==> src/rtl/trig_seq_pkg.sv <==
package trig_seq_pkg;
  localparam int unsigned SEQ_STATES = 16;
  localparam int unsigned ST_W       = $clog2(SEQ_STATES);
  localparam int unsigned REC_N      = 8;
  localparam int unsigned CTR_N      = 2;
  localparam int unsigned CTR_W      = 51;
  localparam int unsigned COND_W     = 4;
  localparam int unsigned COND_N     = 1 << COND_W;
  localparam int unsigned COND_ALWAYS = REC_N + CTR_N;
  localparam int unsigned OP_W       = 3;

  typedef enum logic [OP_W-1:0] {
    OP_NOP  = 3'd0,
    OP_UP   = 3'd1,
    OP_DOWN = 3'd2,
    OP_CLR  = 3'd3,
    OP_LOAD = 3'd4
  } ctrOp_e;

  typedef struct packed {
    logic [COND_W-1:0]          cond;
    logic [ST_W-1:0]            nextSt;
    logic                       jump;
    logic                       fire;
    logic                       sig;
    logic                       trg;
    logic                       reload;
    logic [CTR_N-1:0][OP_W-1:0] ops;
  } clause_t;

  localparam int unsigned CLAUSE_W = $bits(clause_t);
  localparam int unsigned ENTRY_W  = 2 * CLAUSE_W;
  localparam int unsigned PROG_W   = (ENTRY_W > CTR_W + 1) ? ENTRY_W : CTR_W + 1;
  localparam int unsigned ADDR_W   = $clog2(SEQ_STATES + CTR_N);

  typedef struct packed {
    logic                       clearAll;
    logic [CTR_N-1:0][OP_W-1:0] ops;
  } strobe_t;
endpackage

==> src/rtl/trig_seq_ctr_unit.sv <==
module trig_seq_ctr_unit
  import trig_seq_pkg::*;
#(
  parameter int unsigned W = CTR_W
) (
  input  logic            clk,
  input  logic            rstN,
  input  logic            clr,
  input  logic            cfgWe,
  input  logic [W:0]      cfgData,
  input  logic [OP_W-1:0] op,
  output logic [W-1:0]    count,
  output logic            hit
);
  localparam logic [W-1:0] MAXV = '1;

  logic         timerMode;
  logic         run;
  logic [W-1:0] limit;
  logic [W-1:0] nxtCount;
  logic         nxtRun;
  ctrOp_e       opE;

  assign opE = ctrOp_e'(op);
  assign hit = (count >= limit);

  always_comb begin
    nxtCount = count;
    nxtRun   = run;
    unique case (opE)
      OP_CLR:  nxtCount = '0;
      OP_LOAD: nxtCount = limit;
      OP_UP: begin
        if (timerMode) nxtRun = 1'b1;
        else if (count != MAXV) nxtCount = count + 1'b1;
      end
      OP_DOWN: begin
        if (timerMode) nxtRun = 1'b0;
        else if (count != '0) nxtCount = count - 1'b1;
      end
      default: ;
    endcase
    if (timerMode && run && opE != OP_CLR && opE != OP_LOAD && count != MAXV)
      nxtCount = count + 1'b1;
  end

  always_ff @(posedge clk or negedge rstN) begin
    if (!rstN) begin
      count     <= '0;
      run       <= 1'b0;
      timerMode <= 1'b0;
      limit     <= '0;
    end else begin
      if (cfgWe) begin
        timerMode <= cfgData[W];
        limit     <= cfgData[W-1:0];
      end
      if (clr) begin
        count <= '0;
        run   <= 1'b0;
      end else begin
        count <= nxtCount;
        run   <= nxtRun;
      end
    end
  end
endmodule

==> src/rtl/trig_seq_dp.sv <==
module trig_seq_dp
  import trig_seq_pkg::*;
(
  input  logic                   clk,
  input  logic                   rstN,
  input  strobe_t                dpCmd,
  input  logic                   progWe,
  input  logic [ADDR_W-1:0]      progAddr,
  input  logic [PROG_W-1:0]      progData,
  output logic [CTR_N*CTR_W-1:0] ctrValue,
  output logic [CTR_N-1:0]       ctrHit
);
  for (genvar k = 0; k < CTR_N; k++) begin : g_ctr
    logic cfgWe;
    assign cfgWe = progWe && (progAddr == ADDR_W'(SEQ_STATES + k));
    trig_seq_ctr_unit #(.W(CTR_W)) u_unit (
      .clk     (clk),
      .rstN    (rstN),
      .clr     (dpCmd.clearAll),
      .cfgWe   (cfgWe),
      .cfgData (progData[CTR_W:0]),
      .op      (dpCmd.ops[k]),
      .count   (ctrValue[k*CTR_W +: CTR_W]),
      .hit     (ctrHit[k])
    );
  end
endmodule

==> src/rtl/trig_seq_ctrl.sv <==
module trig_seq_ctrl
  import trig_seq_pkg::*;
(
  input  logic              clk,
  input  logic              rstN,
  input  logic              arm,
  input  logic              sampleValid,
  input  logic [REC_N-1:0]  recFlags,
  input  logic              extTrig,
  input  logic [CTR_N-1:0]  ctrHit,
  input  logic              progWe,
  input  logic [ADDR_W-1:0] progAddr,
  input  logic [PROG_W-1:0] progData,
  output strobe_t           dpCmd,
  output logic              trigMain,
  output logic              trigFromExt,
  output logic              sigOut,
  output logic              trigOut,
  output logic              reloadOut,
  output logic [ST_W-1:0]   seqState
);
  clause_t tblLo [SEQ_STATES];
  clause_t tblHi [SEQ_STATES];

  for (genvar s = 0; s < SEQ_STATES; s++) begin : g_tbl
    always_ff @(posedge clk or negedge rstN) begin
      if (!rstN) begin
        tblLo[s] <= '0;
        tblHi[s] <= '0;
      end else if (progWe && progAddr == ADDR_W'(s)) begin
        tblLo[s] <= clause_t'(progData[CLAUSE_W-1:0]);
        tblHi[s] <= clause_t'(progData[ENTRY_W-1:CLAUSE_W]);
      end
    end
  end

  logic              armed;
  logic [COND_N-1:0] condVec;
  clause_t           curLo, curHi, sel;
  logic              hitLo, hitHi, evalNow, act;

  always_comb begin
    condVec = '0;
    condVec[REC_N-1:0] = recFlags;
    condVec[REC_N +: CTR_N] = ctrHit;
    condVec[COND_ALWAYS] = 1'b1;
  end

  assign curLo   = tblLo[seqState];
  assign curHi   = tblHi[seqState];
  assign hitLo   = condVec[curLo.cond];
  assign hitHi   = condVec[curHi.cond];
  assign sel     = hitLo ? curLo : curHi;
  assign evalNow = armed && sampleValid && !arm;
  assign act     = evalNow && (hitLo || hitHi);

  assign dpCmd.clearAll = arm;
  assign dpCmd.ops      = act ? sel.ops : '0;

  always_ff @(posedge clk or negedge rstN) begin
    if (!rstN) begin
      armed       <= 1'b0;
      seqState    <= '0;
      trigMain    <= 1'b0;
      trigFromExt <= 1'b0;
      sigOut      <= 1'b0;
      trigOut     <= 1'b0;
      reloadOut   <= 1'b0;
    end else if (arm) begin
      armed       <= 1'b1;
      seqState    <= '0;
      trigMain    <= 1'b0;
      trigFromExt <= 1'b0;
      sigOut      <= 1'b0;
      trigOut     <= 1'b0;
      reloadOut   <= 1'b0;
    end else begin
      sigOut    <= act && sel.sig;
      trigOut   <= act && sel.trg;
      reloadOut <= act && sel.reload;
      if (act && sel.jump) seqState <= sel.nextSt;
      if (armed && !trigMain) begin
        if (act && sel.fire) begin
          trigMain <= 1'b1;
        end else if (extTrig) begin
          trigMain    <= 1'b1;
          trigFromExt <= 1'b1;
        end
      end
    end
  end
endmodule

==> src/rtl/trig_seq.sv <==
module trig_seq
  import trig_seq_pkg::*;
(
  input  logic                   clk,
  input  logic                   rstN,
  input  logic                   arm,
  input  logic                   sampleValid,
  input  logic [REC_N-1:0]       recFlags,
  input  logic                   extTrig,
  input  logic                   progWe,
  input  logic [ADDR_W-1:0]      progAddr,
  input  logic [PROG_W-1:0]      progData,
  output logic                   trigMain,
  output logic                   trigFromExt,
  output logic                   sigOut,
  output logic                   trigOut,
  output logic                   reloadOut,
  output logic [ST_W-1:0]        seqState,
  output logic [CTR_N*CTR_W-1:0] ctrValue
);
  strobe_t          dpCmd;
  logic [CTR_N-1:0] ctrHit;

  trig_seq_ctrl u_ctrl (
    .clk         (clk),
    .rstN        (rstN),
    .arm         (arm),
    .sampleValid (sampleValid),
    .recFlags    (recFlags),
    .extTrig     (extTrig),
    .ctrHit      (ctrHit),
    .progWe      (progWe),
    .progAddr    (progAddr),
    .progData    (progData),
    .dpCmd       (dpCmd),
    .trigMain    (trigMain),
    .trigFromExt (trigFromExt),
    .sigOut      (sigOut),
    .trigOut     (trigOut),
    .reloadOut   (reloadOut),
    .seqState    (seqState)
  );

  trig_seq_dp u_dp (
    .clk      (clk),
    .rstN     (rstN),
    .dpCmd    (dpCmd),
    .progWe   (progWe),
    .progAddr (progAddr),
    .progData (progData),
    .ctrValue (ctrValue),
    .ctrHit   (ctrHit)
  );
endmodule

==> config.mk <==
export PLATFORM = sky130hd
export DESIGN_NAME = trig_seq
export DESIGN_NICKNAME = d
export VERILOG_FILES = /design/src/rtl/trig_seq_pkg.sv /design/src/rtl/trig_seq_ctr_unit.sv /design/src/rtl/trig_seq_dp.sv /design/src/rtl/trig_seq_ctrl.sv /design/src/rtl/trig_seq.sv
export SDC_FILE = /design/constraint.sdc
export NUM_CORES = 2
export LEC_CHECK = 0
export CORE_AREA = 2 2 278 280
export DETAILED_ROUTE_END_ITERATION = 16
export DIE_AREA = 0 0 280 282
export DONT_BUFFER_PORTS = 1
export PLACE_DENSITY = 0.86
export REMOVE_ABC_BUFFERS = 1
export SYNTH_ARGS = -nofsm -noshare
export SYNTH_HDL_FRONTEND = slang
export SYNTH_SLANG_ARGS = --single-unit
export TNS_END_PERCENT = 50
==> constraint.sdc <==
create_clock -name clk -period 5.7 [get_ports clk]
set_input_delay 0.57 -clock clk [delete_from_list [all_inputs] [get_ports clk]]
set_output_delay 0.57 -clock clk [all_outputs]
set_load 0.005 [all_outputs]
* Yosys cells after proc, flatten, opt, wreduce, memory -nomap -nowiden
Cells that the tools add are included.
** Storage, ports and cells
- Register bits after elaboration :: 826
- Input bits :: 71
- Output and inout bits :: 111
- Word-level logic and storage cells :: 458
** Cells by class
- $add $sub $neg :: 4
- Magnitude comparators :: 5
- Eq/ne operators :: 44
- Mux-type cells :: 46
- Bitwise logic cells :: 1
- Reductions and logical operators :: 55
** Operators by type and width (number)
- $mux 51 :: 12
- $pmux 51 s4 :: 2
- $bmux 19 s4 :: 2
- $add 51x1->51 const B :: 2
- $ge 51x51->1 :: 2
- $ne 51x51->1 const B :: 2
- $reduce_bool 51->1 :: 2
- $sub 51x1->51 const B :: 2
- $mux 19 :: 4
- $eq 5x4->1 const B :: 8
- $logic_and 1x1->1 :: 35
- $ne 4x4->1 const B :: 8
- $eq 5x3->1 const B :: 4
- $mux 1 :: 18
- $ne 3x3->1 const B :: 6
- $mux 15 :: 1
- $eq 3x2->1 const B :: 4
- $reduce_bool 6->1 :: 2
- $eq 5x2->1 const B :: 2
- $eq 5x5->1 const B :: 2
- $lt 4x5->1 const B :: 2
- $reduce_and 5->1 :: 2
- $reduce_and 3->1 :: 3
- $reduce_bool 3->1 :: 3
- 16 further kinds :: 25

* Logic depth before layout (Yosys ltp)
- Word-level depth :: 15
- Gate-level depth with buffers :: 23
- Depth with buffers taken out :: 15

* By module
A second synthesis with hierarchy kept.
** Unflattened totals
- Cells, all modules :: 3834
- Area total of the unflattened synthesis :: 44745.4 um^2
** Modules (own cells, without submodules)
- trig_seq_ctrl :: times used 1, cells each 1717, area each 28114.5 um^2, sequential area each 15464.8 um^2
- trig_seq_ctr_unit (u_dp.g_ctr[0].u_unit) :: times used 1, cells each 1061, area each 8343.0 um^2, sequential area each 2602.5 um^2
- trig_seq_ctr_unit (u_dp.g_ctr[1].u_unit) :: times used 1, cells each 1051, area each 8259.2 um^2, sequential area each 2602.5 um^2
- trig_seq_dp :: times used 1, cells each 5, area each 28.8 um^2, sequential area each 0.0 um^2

* Least setup slack after synthesis
OpenSTA, ideal clock, no wires.
- Path kind :: register -> register
- From :: register u_dp.g_ctr[1].u_unit.count[49]
- To :: register u_dp.g_ctr[1].u_unit.count[15]
- Setup time :: 137 ps
- Arrival time :: 3919 ps
- Required time :: 5563 ps
- Slack :: 1644 ps
- Cell stages (with the launch flop) :: 17
- Path buffers :: 2
- Cell sequence :: dfrtp_1 ha_1 nand4_1 nor4_1 and3_1 o311ai_0 and3_1 a211oi_1 nor3_1 or4_1 a21oi_1 or2_1 buf_2 buf_2 a31oi_1 o21ai_0 o311ai_1
** Between the ends
- Cells in the longest elaborated chain, start to end :: 12
** RTL lines
- from (decl) :: line trig_seq_ctr_unit.sv:12 : output logic [W-1:0] count,
- from (signal assigned) :: line trig_seq_ctr_unit.sv:62 : count <= nxtCount;
- $ge 51x51->1 :: line trig_seq_ctr_unit.sv:25 : assign hit = (count >= limit);
- $bmux 1 s4, on equally long branches :: line trig_seq_ctrl.sv:51, trig_seq_ctrl.sv:52
- $mux 1, on equally long branches :: line trig_seq_ctrl.sv:51, trig_seq_ctrl.sv:52
- $logic_or 1x1->1 :: line trig_seq_ctrl.sv:55 : assign act = evalNow && (hitLo || hitHi);
- $logic_and 1x1->1 :: line trig_seq_ctrl.sv:55
- $mux 6 :: line trig_seq_ctrl.sv:58 : assign dpCmd.ops = act ? sel.ops : '0;
- $ne 3x2->1 :: line trig_seq_ctr_unit.sv:43 : if (timerMode && run && opE != OP_CLR && opE != OP_LOAD && count != MAXV)
- $logic_and 1x1->1 (3 in a row) :: line trig_seq_ctr_unit.sv:43
- $ne 4x4->1 (no line) (tied with other cells)
- $reduce_and 5->1 (no line) / $mux 51 (equally long branches)
Parallel ways exist; a longest one is shown, timed or not. The select of a mux whose other input is x is not followed.
A chain may end at the register's enable or synchronous reset.

* Final worst setup path
- From :: register u_dp.g_ctr[1].u_unit.count[49]
- To :: register u_dp.g_ctr[1].u_unit.count[34]
The elaborated chain is that of the path after synthesis.

==> metrics.csv <==
stage,metric,value,unit
sta,setup_violations,0,
detailed_routing,routed_via_density,7.01,
layout,drive_above_1_share,30.6,%
detailed_routing,vias,33300,
grt,grt_start_max_net_pins,827,
placed_design,gp_congestion,0.965,
worst_setup_path,path_buf_inv,2,
synth,ys_ff_latch,826,
detailed_routing,drt_first_pass_iters,9,
synth,syn_avg_cell_area,11.8,sq um
cts,post_cts_buffers,0,
synth,async_reset_ff_share,100,%
cts,clk_pin_slew,0.07,ns
grt,use_met1,41.8,%
cts,clock_latency,0.69,ns
cts,cts.path.max_buffers,3,
grt,antenna_found_initial,9,
synth,ys_types,85,
synth,synth_edf_count,0,
placed_design,hpwl,81.4,mm
synth,netlist_instances,3846,
worst_setup_path,critPathTopFamily,simple AND/OR/NAND/NOR gates,
worst_setup_path,worstSetupStartpointType,flip-flop,
worst_setup_path,crit_required,6.22,ns
layout,syn2layout_area_growth,7.73,%
hold_path,worst_hold_path_type,in -> async,
placed_design,dp.cells,4585,
die,die-area,79000,sq um
sta,finClkSkew,0.0412,ns
synth,syn_area,45300,sq um
worst_setup_path,crit_chain,ha_1 > nand4_1 > nor4_1 > buf_4 > and3_1 > o311ai_0 > and3_1 > a211oi_1 > nor3_1 > or4_1 > a21oi_2 > or2_1 > or2_0 > buf_4 > o311ai_1,
detailed_routing,drtIter0Drc,4348,
placed_design,dp_slack,0.329,ns
power,p_per_area,475,nW/um^2
worst_setup_path,crit_fanout,10,
synth,synthFlopType,dfrtp_1,
sta,fmax,181,MHz
cts,htreeDepth,3,
synth,yosys-top-cells-count,"dfrtp_1, mux2_2, nor2_1, clkbuf_1, nand2_1",
grt,grt_use_met2,54.5,%
grt,gr-usage-met3,9.31,%
layout,layoutNonFillerInstCount,4750,
sta,finalMaxSlewViolations,739,
synth,synth_most_common_cell,dfrtp_1,
detailed_routing,routed_wl,136,mm
worst_setup_path,crit_path_max_incr_delay,0.62,ns
detailed_routing,ant_nets,0,
cts,ctsHoldBuffers,3,
cts,tritoncts,done,
grt,grt_pass1_vias,34000,
sta,maxSlewHeadroom,-226,%
die,die_y,282,um
sta,layout_setup_ws,0.173,ns
placed_design,place_area,45900,sq um
power,max-vdd-ir-drop,0.321,mV
power,p_leak,0.0212,uW
worst_setup_path,endpoint_kind,flip-flop,
die,ios,182,
worst_setup_path,crit_arrival,6.05,ns
cts,cts.sinks,826,
layout,fin_nets,3877,
synth,synth_largest_area_cell,dfrtp_1,
synth,ys_warn_count,0,
sta,finalCritPeriodShare,97.0,%
detailed_routing,wire_per_inst,28.6,um
job,maxCapViolCount,0,
worst_setup_path,timing_worst_setup_path_type,reg -> reg,
die,core,75700,sq um
placed_design,io_buffers,0,
sta,finalCriticalPeriod,5.53,ns
die,start_util,59.9,%
worst_setup_path,cp_slowest_cell,or4_1,
die,die_width,280,um
sta,hold-worst-slack,-0.353,ns
layout,finish.utilization,64.5,%
synth,seq_area_frac_synth,45.6,%
die,rows,101,
grt,grt_usage,34.3,%
synth,synth_area_leaders,"dfrtp_1, mux2_2, mux4_2, ha_1, nor2_1",
cts,cts_root_buf,clkbuf_16,
cts,cts-buffers-inserted,86,
detailed_routing,drc,0,
grt,busiest_layer,met2,
grt,grt_pass1_wl,205,mm
grt,grt-ovfl-total,0,
outcome,status,"complete, but fails checks",
outcome,failed_checks,"hold timing, slew limit",
synth,synth_top_area_share,45.6,%
sta,worst_pin_slew,4.89,ns
layout,design_area,48800,sq um
sta,finalHoldViolCount,102,
==> logic make-up (layout without fill, tap and decap cells) <==
group	Yosys count	count (layout)	share of synthesized area [%]
fa+ha+maj	108	108	2.98
buf+inv	467	383	4.39
simple gates	833	833	8.99
mux	939	939	27.5
xor+xnor	125	125	2.42
flops	826	826	45.6
compound gates	548	548	8.14
other cells	0	10	0
==> worst reg2reg max path, stage by stage, from the launching register on <==
cell      delay (ns)
dfrtp_1         0.56
ha_1            0.42
nand4_1         0.17
nor4_1          0.35
buf_4           0.20
and3_1          0.40
o311ai_0        0.35
and3_1          0.32
a211oi_1        0.37
nor3_1          0.25
or4_1           0.62
a21oi_2         0.17
or2_1           0.37
or2_0           0.51
buf_4           0.23
o311ai_1        0.09
==> power by group <==
part	total, uW	switching [uW]	internal [uW]
logic	9410	5290	4130
registers	8050	1080	6970
clock network	5730	2500	3230
total	23200	8880	14300
==> layout make-up <==
cell class              count  area (sq um)
clock buffers             115          2410
diodes                     10          25.0
well taps                 978          1220
fillers                  5296         26900
repair buffers             84           684
flip-flops and latches    826         20700
inverters                 147           552
multi-input cells        2553         22800
clock inverters            37           459
==> state kept, by name (all words and copies together), names as in the netlist, 2 cells and up <==
signal / count
u_ctrl.tblHi: 304
u_ctrl.tblLo: 304
u_dp.g_ctr.u_unit.count: 102
u_dp.g_ctr.u_unit.limit: 102
u_ctrl.seqState: 4
u_dp.g_ctr.u_unit.run: 2
u_dp.g_ctr.u_unit.timerMode: 2
==> final timing paths <==
kind,startpoint,endpoint,slack [ns],cells past startpoint
worst max-delay path,u_dp.g_ctr[1].u_unit.count[49],u_dp.g_ctr[1].u_unit.count[34],0.17,15
worst min-delay path,rstN,u_dp.g_ctr[0].u_unit.limit[35],-0.35,0
worst max register to register,u_dp.g_ctr[1].u_unit.count[49],u_dp.g_ctr[1].u_unit.count[34],0.17,15
worst min register to register,u_ctrl.tblLo[45],u_ctrl.tblLo[45],0.50,1
max in group asynchronous,rstN,u_ctrl.seqState[2],1.79,0
min in group clk,extTrig,u_ctrl.trigMain,0.02,2
==> cell usage in the layout, fill, tap and decap left out, types with 18 or more instances in the layout <==
master     netlist  final
nor2b_1         26     25
mux2_2         713    713
nand2b_1        19     19
a211oi_1        29     29
nand4_1         40     40
mux2i_1         54     52
o32a_1          18     18
xor2_1          45     45
o21ai_0         97     97
nand3_1         77     77
dfrtp_1        826    822
ha_1           108    108
buf_4            7     78
a21oi_1        150    149
a22o_1          21     21
or3_1           24     24
and3_1          32     30
nand2_1        194    185
o22ai_1         39     39
nor4_1          27     27
xnor2_1         80     80
nor2_1         219    217
mux4_2         172    172
nor3_1          94     93
clkinv_2         0     21
clkbuf_16        0     87
a222oi_1        27     27
inv_1          147    147
==> per-layer routing <==
metal | routed length [um] | up-vias
li1 | - | 13800
met1 | 48600 | 16700
met2 | 63700 | 2102
met3 | 14800 | 586
met4 | 8650 | 4
met5 | 20 | -
==> through the flow <==
step / power, uW / setup TNS, ns / hold WS, ns
floorplan: 14600 / -574.61 / 0.274
global placement: 16700 / 0 / 0.332
detailed placement: 17100 / 0 / 0.327
CTS: 23000 / 0 / -0.358
global route: 24200 / -0.0230 / -0.358
finish: 23200 / 0 / -0.353
==> what timing repair did <==
action                                  CTS  global route
resized for setup                         0             3
hold endpoints to repair                874           826
endpoints found under the setup margin    0             9
Note: power is estimated with default switching activity, not from simulation.
